==> config.mk <==
export PLATFORM = sky130hd
export DESIGN_NAME = rx_lane_fifo
export DESIGN_NICKNAME = d
export VERILOG_FILES = /design/src/rtl/rx_lane_pkg.sv /design/src/rtl/rx_thresh_decode.sv /design/src/rtl/rx_lane_store.sv /design/src/rtl/rx_lane_fifo.sv
export SDC_FILE = /design/constraint.sdc
export NUM_CORES = 1
export LEC_CHECK = 0
export ABC_CLOCK_PERIOD_IN_PS = 8450
export CORE_UTILIZATION = 50
export CTS_CLUSTER_DIAMETER = 80
export CTS_CLUSTER_SIZE = 20
export DETAILED_ROUTE_END_ITERATION = 12
export PLACE_DENSITY = 0.74
export SLEW_MARGIN = 20
export SYNTH_ARGS = -nofsm -noshare
export SYNTH_HDL_FRONTEND = slang
export SYNTH_SLANG_ARGS = --single-unit
==> constraint.sdc <==
create_clock -name clk -period 8.45 [get_ports clk]
set_clock_uncertainty 0.2 [all_clocks]
set_input_delay 2.1125 -clock clk [delete_from_list [all_inputs] [get_ports clk]]
set_output_delay 2.1125 -clock clk [all_outputs]
set_load 0.02 [all_outputs]
==> src/rtl/rx_lane_pkg.sv <==
package rx_lane_pkg;

    localparam int LANES = 4;

    typedef enum logic {
        ORD_LITTLE = 1'b0,
        ORD_BIG    = 1'b1
    } order_e;

    // Lane in a row that holds the byte at row offset off.
    function automatic logic [1:0] lane_for(input logic [1:0] off, input order_e ord);
        return (ord == ORD_BIG) ? (2'd3 - off) : off;
    endfunction

    // Half row that holds the 16-bit unit starting at row offset off.
    function automatic logic half_for(input logic [1:0] off, input order_e ord);
        return (ord == ORD_BIG) ? ~off[1] : off[1];
    endfunction

endpackage

==> src/rtl/rx_thresh_decode.sv <==
module rx_thresh_decode #(
    parameter int CW = 6
) (
    input  logic          bus32,
    input  logic [1:0]    code,
    output logic [CW-1:0] thr_units,
    output logic [CW-1:0] thr_bytes
);
    always_comb begin
        if (bus32) begin
            case (code)
                2'd0:    thr_units = CW'(2);
                2'd1:    thr_units = CW'(4);
                2'd2:    thr_units = CW'(6);
                default: thr_units = CW'(7);
            endcase
            thr_bytes = thr_units << 2;
        end else begin
            case (code)
                2'd0:    thr_units = CW'(2);
                2'd1:    thr_units = CW'(4);
                2'd2:    thr_units = CW'(8);
                default: thr_units = CW'(12);
            endcase
            thr_bytes = thr_units << 1;
        end
    end
endmodule

==> src/rtl/rx_lane_store.sv <==
module rx_lane_store
    import rx_lane_pkg::*;
#(
    parameter int ENTRIES = 8
) (
    input  logic                                        clk,
    input  logic                                        rst_n,
    input  logic [ENTRIES*LANES-1:0]                    wr_mask,
    input  logic [ENTRIES*LANES-1:0][7:0]               wr_data,
    input  logic [$clog2(ENTRIES*LANES)-1:0]            rd_pos,
    input  logic                                        bus32,
    input  order_e                                      ord,
    output logic [31:0]                                 rd_data
);
    localparam int BYTES = ENTRIES * LANES;
    localparam int PW    = $clog2(BYTES);

    logic [BYTES-1:0][7:0] mem_d, mem_q;
    logic [PW-3:0]         row;
    logic                  half;

    always_comb begin
        mem_d = mem_q;
        for (int i = 0; i < BYTES; i++) begin
            if (wr_mask[i]) mem_d[i] = wr_data[i];
        end
    end

    always_ff @(posedge clk) begin
        if (!rst_n) mem_q <= '0;
        else        mem_q <= mem_d;
    end

    always_comb begin
        row  = rd_pos[PW-1:2];
        half = half_for(rd_pos[1:0], ord);
        if (bus32) begin
            rd_data = {mem_q[{row, 2'd3}], mem_q[{row, 2'd2}],
                       mem_q[{row, 2'd1}], mem_q[{row, 2'd0}]};
        end else begin
            rd_data = {16'h0000, mem_q[{row, half, 1'b1}], mem_q[{row, half, 1'b0}]};
        end
    end
endmodule

==> src/rtl/rx_lane_fifo.sv <==
module rx_lane_fifo
    import rx_lane_pkg::*;
#(
    parameter int ENTRIES = 8
) (
    input  logic        clk,
    input  logic        rst_n,
    input  logic        cfg_bus32,
    input  logic        cfg_big_endian,
    input  logic [1:0]  cfg_thr_code,
    input  logic        cfg_empty_fill,
    input  logic        in_valid,
    input  logic [7:0]  in_data,
    input  logic        in_eop,
    input  logic [31:0] in_status,
    output logic        dma_req,
    input  logic        dma_gnt,
    output logic        out_valid,
    output logic [31:0] out_data,
    output logic        ovf_flag
);
    localparam int BYTES = ENTRIES * LANES;
    localparam int PW    = $clog2(BYTES);
    localparam int CW    = PW + 1;

    typedef struct packed {
        logic [PW-1:0] wpos;
        logic [PW-1:0] rpos;
        logic [CW-1:0] count;
        logic [CW-1:0] left;
        logic          flush;
        logic          ovf;
    } state_t;

    state_t st_d, st_q;

    order_e                 ord;
    logic [CW-1:0]          thr_units, thr_bytes;
    logic [CW-1:0]          ubytes, units_held, need, free_b, len;
    logic [1:0]             off, umask, pad;
    logic                   busy, accept;
    logic [BYTES-1:0]       wr_mask;
    logic [BYTES-1:0][7:0]  wr_data;
    logic [PW-1:0]          spos;
    logic                   shalf;

    assign ord = order_e'(cfg_big_endian);

    rx_thresh_decode #(.CW(CW)) u_thr (
        .bus32     (cfg_bus32),
        .code      (cfg_thr_code),
        .thr_units (thr_units),
        .thr_bytes (thr_bytes)
    );

    rx_lane_store #(.ENTRIES(ENTRIES)) u_store (
        .clk     (clk),
        .rst_n   (rst_n),
        .wr_mask (wr_mask),
        .wr_data (wr_data),
        .rd_pos  (st_q.rpos),
        .bus32   (cfg_bus32),
        .ord     (ord),
        .rd_data (out_data)
    );

    assign ubytes     = cfg_bus32 ? CW'(4) : CW'(2);
    assign units_held = cfg_bus32 ? (st_q.count >> 2) : (st_q.count >> 1);
    assign busy       = (st_q.left != '0);
    assign dma_req    = !busy && ((st_q.count > thr_bytes) ||
                                  (st_q.flush && units_held != '0));
    assign out_valid  = busy;
    assign ovf_flag   = st_q.ovf;

    assign off    = st_q.wpos[1:0];
    assign umask  = cfg_bus32 ? 2'b11 : 2'b01;
    assign pad    = umask - (off & umask);
    assign need   = in_eop ? (CW'(1) + CW'(pad) + ubytes) : CW'(1);
    assign free_b = CW'(BYTES) - st_q.count;
    assign accept = in_valid && (need <= free_b);
    assign len    = (!cfg_empty_fill && st_q.count > thr_bytes) ? thr_units : units_held;

    always_comb begin
        st_d    = st_q;
        wr_mask = '0;
        wr_data = '0;
        spos    = st_q.wpos + PW'(pad) + PW'(1);
        shalf   = half_for(spos[1:0], ord);

        if (in_valid && !accept) st_d.ovf = 1'b1;

        if (accept) begin
            for (int j = 0; j < LANES; j++) begin
                if ((3'(j) == {1'b0, off}) ||
                    (in_eop && 3'(j) > {1'b0, off} && 3'(j) <= ({1'b0, off} + {1'b0, pad}))) begin
                    wr_mask[{st_q.wpos[PW-1:2], lane_for(2'(j), ord)}] = 1'b1;
                    wr_data[{st_q.wpos[PW-1:2], lane_for(2'(j), ord)}] =
                        (3'(j) == {1'b0, off}) ? in_data : 8'hFF;
                end
            end
            if (in_eop) begin
                if (cfg_bus32) begin
                    for (int l = 0; l < LANES; l++) begin
                        wr_mask[{spos[PW-1:2], 2'(l)}] = 1'b1;
                        wr_data[{spos[PW-1:2], 2'(l)}] = in_status[8*l +: 8];
                    end
                end else begin
                    wr_mask[{spos[PW-1:2], shalf, 1'b0}] = 1'b1;
                    wr_data[{spos[PW-1:2], shalf, 1'b0}] = in_status[7:0];
                    wr_mask[{spos[PW-1:2], shalf, 1'b1}] = 1'b1;
                    wr_data[{spos[PW-1:2], shalf, 1'b1}] = in_status[15:8];
                end
            end
            st_d.wpos = st_q.wpos + need[PW-1:0];
        end

        st_d.count = st_q.count + (accept ? need : '0) - (busy ? ubytes : '0);

        if (busy) begin
            st_d.rpos = st_q.rpos + ubytes[PW-1:0];
            st_d.left = st_q.left - CW'(1);
        end

        if (dma_gnt && dma_req) begin
            st_d.left = len;
            if (len == units_held) st_d.flush = 1'b0;
        end

        if (accept && in_eop) st_d.flush = 1'b1;
    end

    always_ff @(posedge clk) begin
        if (!rst_n) st_q <= '0;
        else        st_q <= st_d;
    end


    no_req_in_burst_chk: assert property (@(posedge clk) disable iff (!rst_n)
        out_valid |-> !dma_req);


    ovf_sticky_chk: assert property (@(posedge clk) disable iff (!rst_n)
        ovf_flag |=> ovf_flag);


    count_cap_chk: assert property (@(posedge clk) disable iff (!rst_n)
        st_q.count <= CW'(BYTES));


    block_burst_len_chk: assert property (@(posedge clk) disable iff (!rst_n)
        (dma_gnt && dma_req && !cfg_empty_fill && (st_q.count > thr_bytes))
        |=> (out_valid && st_q.left == thr_units));


    req_above_thr_chk: assert property (@(posedge clk) disable iff (!rst_n)
        (dma_req && !st_q.flush) |-> (st_q.count > thr_bytes));

endmodule

==> metrics <==
initial antenna violation count 0; Top Family by Delay on Critical Path buffers and inverters; Setup Buffers After CTS 0; headroom to the max-slew limit between 10% and 20%; setup slack, reg-to-reg between 3 and 4 ns; commonest non-fill, non-tap cell in the layout dfxtp_1; top post-synthesis cells by area dfxtp_1 (28%), mux4_2 (14%), a21oi_1 (5.0%), nor2_1 (4.7%), a22oi_1 (3.1%); clk sinks 279; final setup vio count 0; Worst Hold Slack 0.282 ns; RR Endpoint st_q[13]; async set or reset register ratio after synthesis 0%; CTS tree yes; FP Rows between 70 and 80; r2r startpoint off[0]; post-DP HPWL between 50000 and 60000 um; CP endpoint kind output pin; Worst EP required slightly above 6 ns; clock root cell clkbuf_16; worst endpoint data arrival time approximately 4.9 ns; commonest non-fill, non-tap cells in the layout dfxtp_1 (276), nor2_1 (251), a21oi_1 (203); final net count ~2200; vias per cell about 7.6; die width between 200 and 250 um; layout cell share with drive strength beyond 1 between 10% and 20%; EDFF count, synth 0; critical path fanouts, max 56; sequential fraction of the synthesis area 27.7%; Clock Latency Late Sink 0.54 ns; Core Box Area just under 40000 um2; Hold Vio Cnt, Final 0; synthesized flop and latch total 279; slowest cell delay on critical path about 0.88 ns; CP dominant cell by count buf_4; share of the synthesized area in the top cell type around 28%; hold path startpoint u_store.mem_q[20]; gp weighted congestion around 1.0; gr usage total 38.4%; I/O pins 85; CTS H-tree depth 1; largest net degree at the start of global routing 99; CP Cell Sequence buf_4 -> nor2b_2 -> buf_4 -> a22oi_1 -> a32oi_1 -> clkdlybuf4s50_1; RSZ-0062 raised after global routing false; antenna-violating nets left 0; peak supply drop between 0.15 and 0.2 mV; Layout area overhead 7.71%; Post-Syn Area 20200 um2; initial drt markers ~3200; critical path's slowest cell nor2b_2; CP bufs+invs 3; cts hold-fix bufs 0; Die Ht 203 um; mean post-synth cell area roughly 9 um2; unique cell type count in the Yosys netlist 106; vias in the first global route about 19000; Num CTS Buffers 22; vias post-DR ~21000; full die area just over 40000 um2; WL/cell a little under 30 um; Hold Path Stages 2; reg2reg path depth 17; First-pass DRT Iterations 9; Yosys warnings 0; CTS max path bufs 3; worst hold path endpoint u_store.mem_q[20]; nature of the critical path startpoint input pin; max cap viols 0; Mapped Cells around 2200; Final min period roughly 7.2 ns; fmax about 140 MHz; Most used DFF post-synth dfxtp_1; outcome finished clean; Fin Setup TNS 0 ns; Post-Syn Nets ~2300; Initial Utilization between 50% and 60%; power density over the cells ~250 nW/um2; first-pass GRT wire length around 120000 um; drt total wl between 80000 and 90000 um; number of remaining DRC errors 0; Leak Pwr about 7.3 nW; cts repair resizes 0; HP Class flop to flop; Slew Viols, Final 0; IO buf count between 80 and 90; leading area contributor after synthesis dfxtp_1; total gr overflow 0; CP Class input pin to output pin; clock-pin slew on the worst setup and hold paths ~0.09 ns; Least-Margin Pin Slew around 1.2 ns; ant diodes 0; period utilisation layout a little under nine tenths
where the power goes:
part	internal [mW]	switching, mW
Combinational	0.971	1.56
Clock	0.570	0.573
Sequential	1.45	0.203
stage by stage:
stage                     power (mW)  worst slack [ns]  cells  utilization [%]  area (um2)
after floorplan                 3.45              1.69   2246                -       20200
after global placement          4.06              1.33   2670             52.6       20900
after detailed placement        4.11              1.35   2670             52.6       20900
after CTS                       5.24              1.35   2707             54.5       21700
after global routing            5.54              1.15   2708             54.7       21700
final                           5.34              1.21   2708             54.7       21700
tightest hold or removal path, delay by kind of cell (launching register included):
kind	cells	cell delay, ns
DFF	1	0.34
muxes	1	0.05
and+or+nand+nor	1	0.06
cells by family (layout without fill, tap and decap cells):
kind of cell,Yosys count,in the layout,share of synthesized area (%)
compound gates,861,861,32.1
mux,156,156,15.7
flops,279,279,27.7
simple gates,633,633,15.4
buf+inv,271,208,6.34
xor+xnor,21,21,1.06
fa+ha+maj,25,25,1.70
cell type report:
cell class	instances	area [um2]
inverter	41	156
multi-input combinational	1696	13300
clock buffer	27	611
sequential	279	5600
tap	525	657
clock inverter	10	146
fill	3628	18000
timing repair buffer	130	1210
cell usage after synthesis (7+ instances only):
library cell,n
a211oi_1,34
a31oi_1,12
o21ai_0,88
buf_4,17
nand2_1,129
o41ai_2,8
dfxtp_1,279
nor3_1,70
nor3_2,7
a21oi_1,203
clkbuf_1,127
a2bb2oi_1,25
or3_1,11
a22o_1,47
o41ai_1,40
buf_2,42
o2bb2ai_1,10
a221oi_1,34
a32oi_1,18
a221o_1,8
mux2i_1,27
o21a_1,7
nand2b_1,14
nand3_1,62
a21o_1,17
o221ai_1,7
a21oi_2,7
buf_6,17
o221a_2,28
and2_1,11
nor2b_1,9
nor2_1,252
xor2_1,7
ha_1,21
mux4_2,128
o22ai_1,68
o211a_1,22
o211ai_1,20
buf_1,25
a22oi_1,84
inv_1,40
xnor2_1,10
o21ai_2,9
registers in the layout (all words and copies together), names as in the netlist:
signal	count
u_store.mem_q	256
st_q	20
off	2
ovf_flag	1
layer usage:
| layer | up-vias | share of wire (%) | GRT usage [%] |
|---|---|---|---|
| li1 | 8617 | - | - |
| met5 | - | 0 | 0.238 |
| met2 | 1755 | 43 | 57.2 |
| met3 | 445 | 13 | 10.6 |
| met1 | 9876 | 36 | 48.5 |
| met4 | 0 | 8.4 | 26.0 |
worst max path at each step:
stage | startpoint | end | slack, ns | cells past startpoint
6_report | cfg_bus32 | out_data[13] | 1.21 | 6
5_1_grt | cfg_bus32 | out_data[13] | 1.15 | 6
4_1_cts | cfg_bus32 | out_data[13] | 1.35 | 6
3_5_place_dp | cfg_bus32 | out_data[13] | 1.35 | 6
3_3_place_gp | cfg_bus32 | out_data[13] | 1.33 | 6
2_1_floorplan | cfg_bus32 | dma_req | 1.69 | 11
No activity file was read; power rests on OpenSTA's default activity.
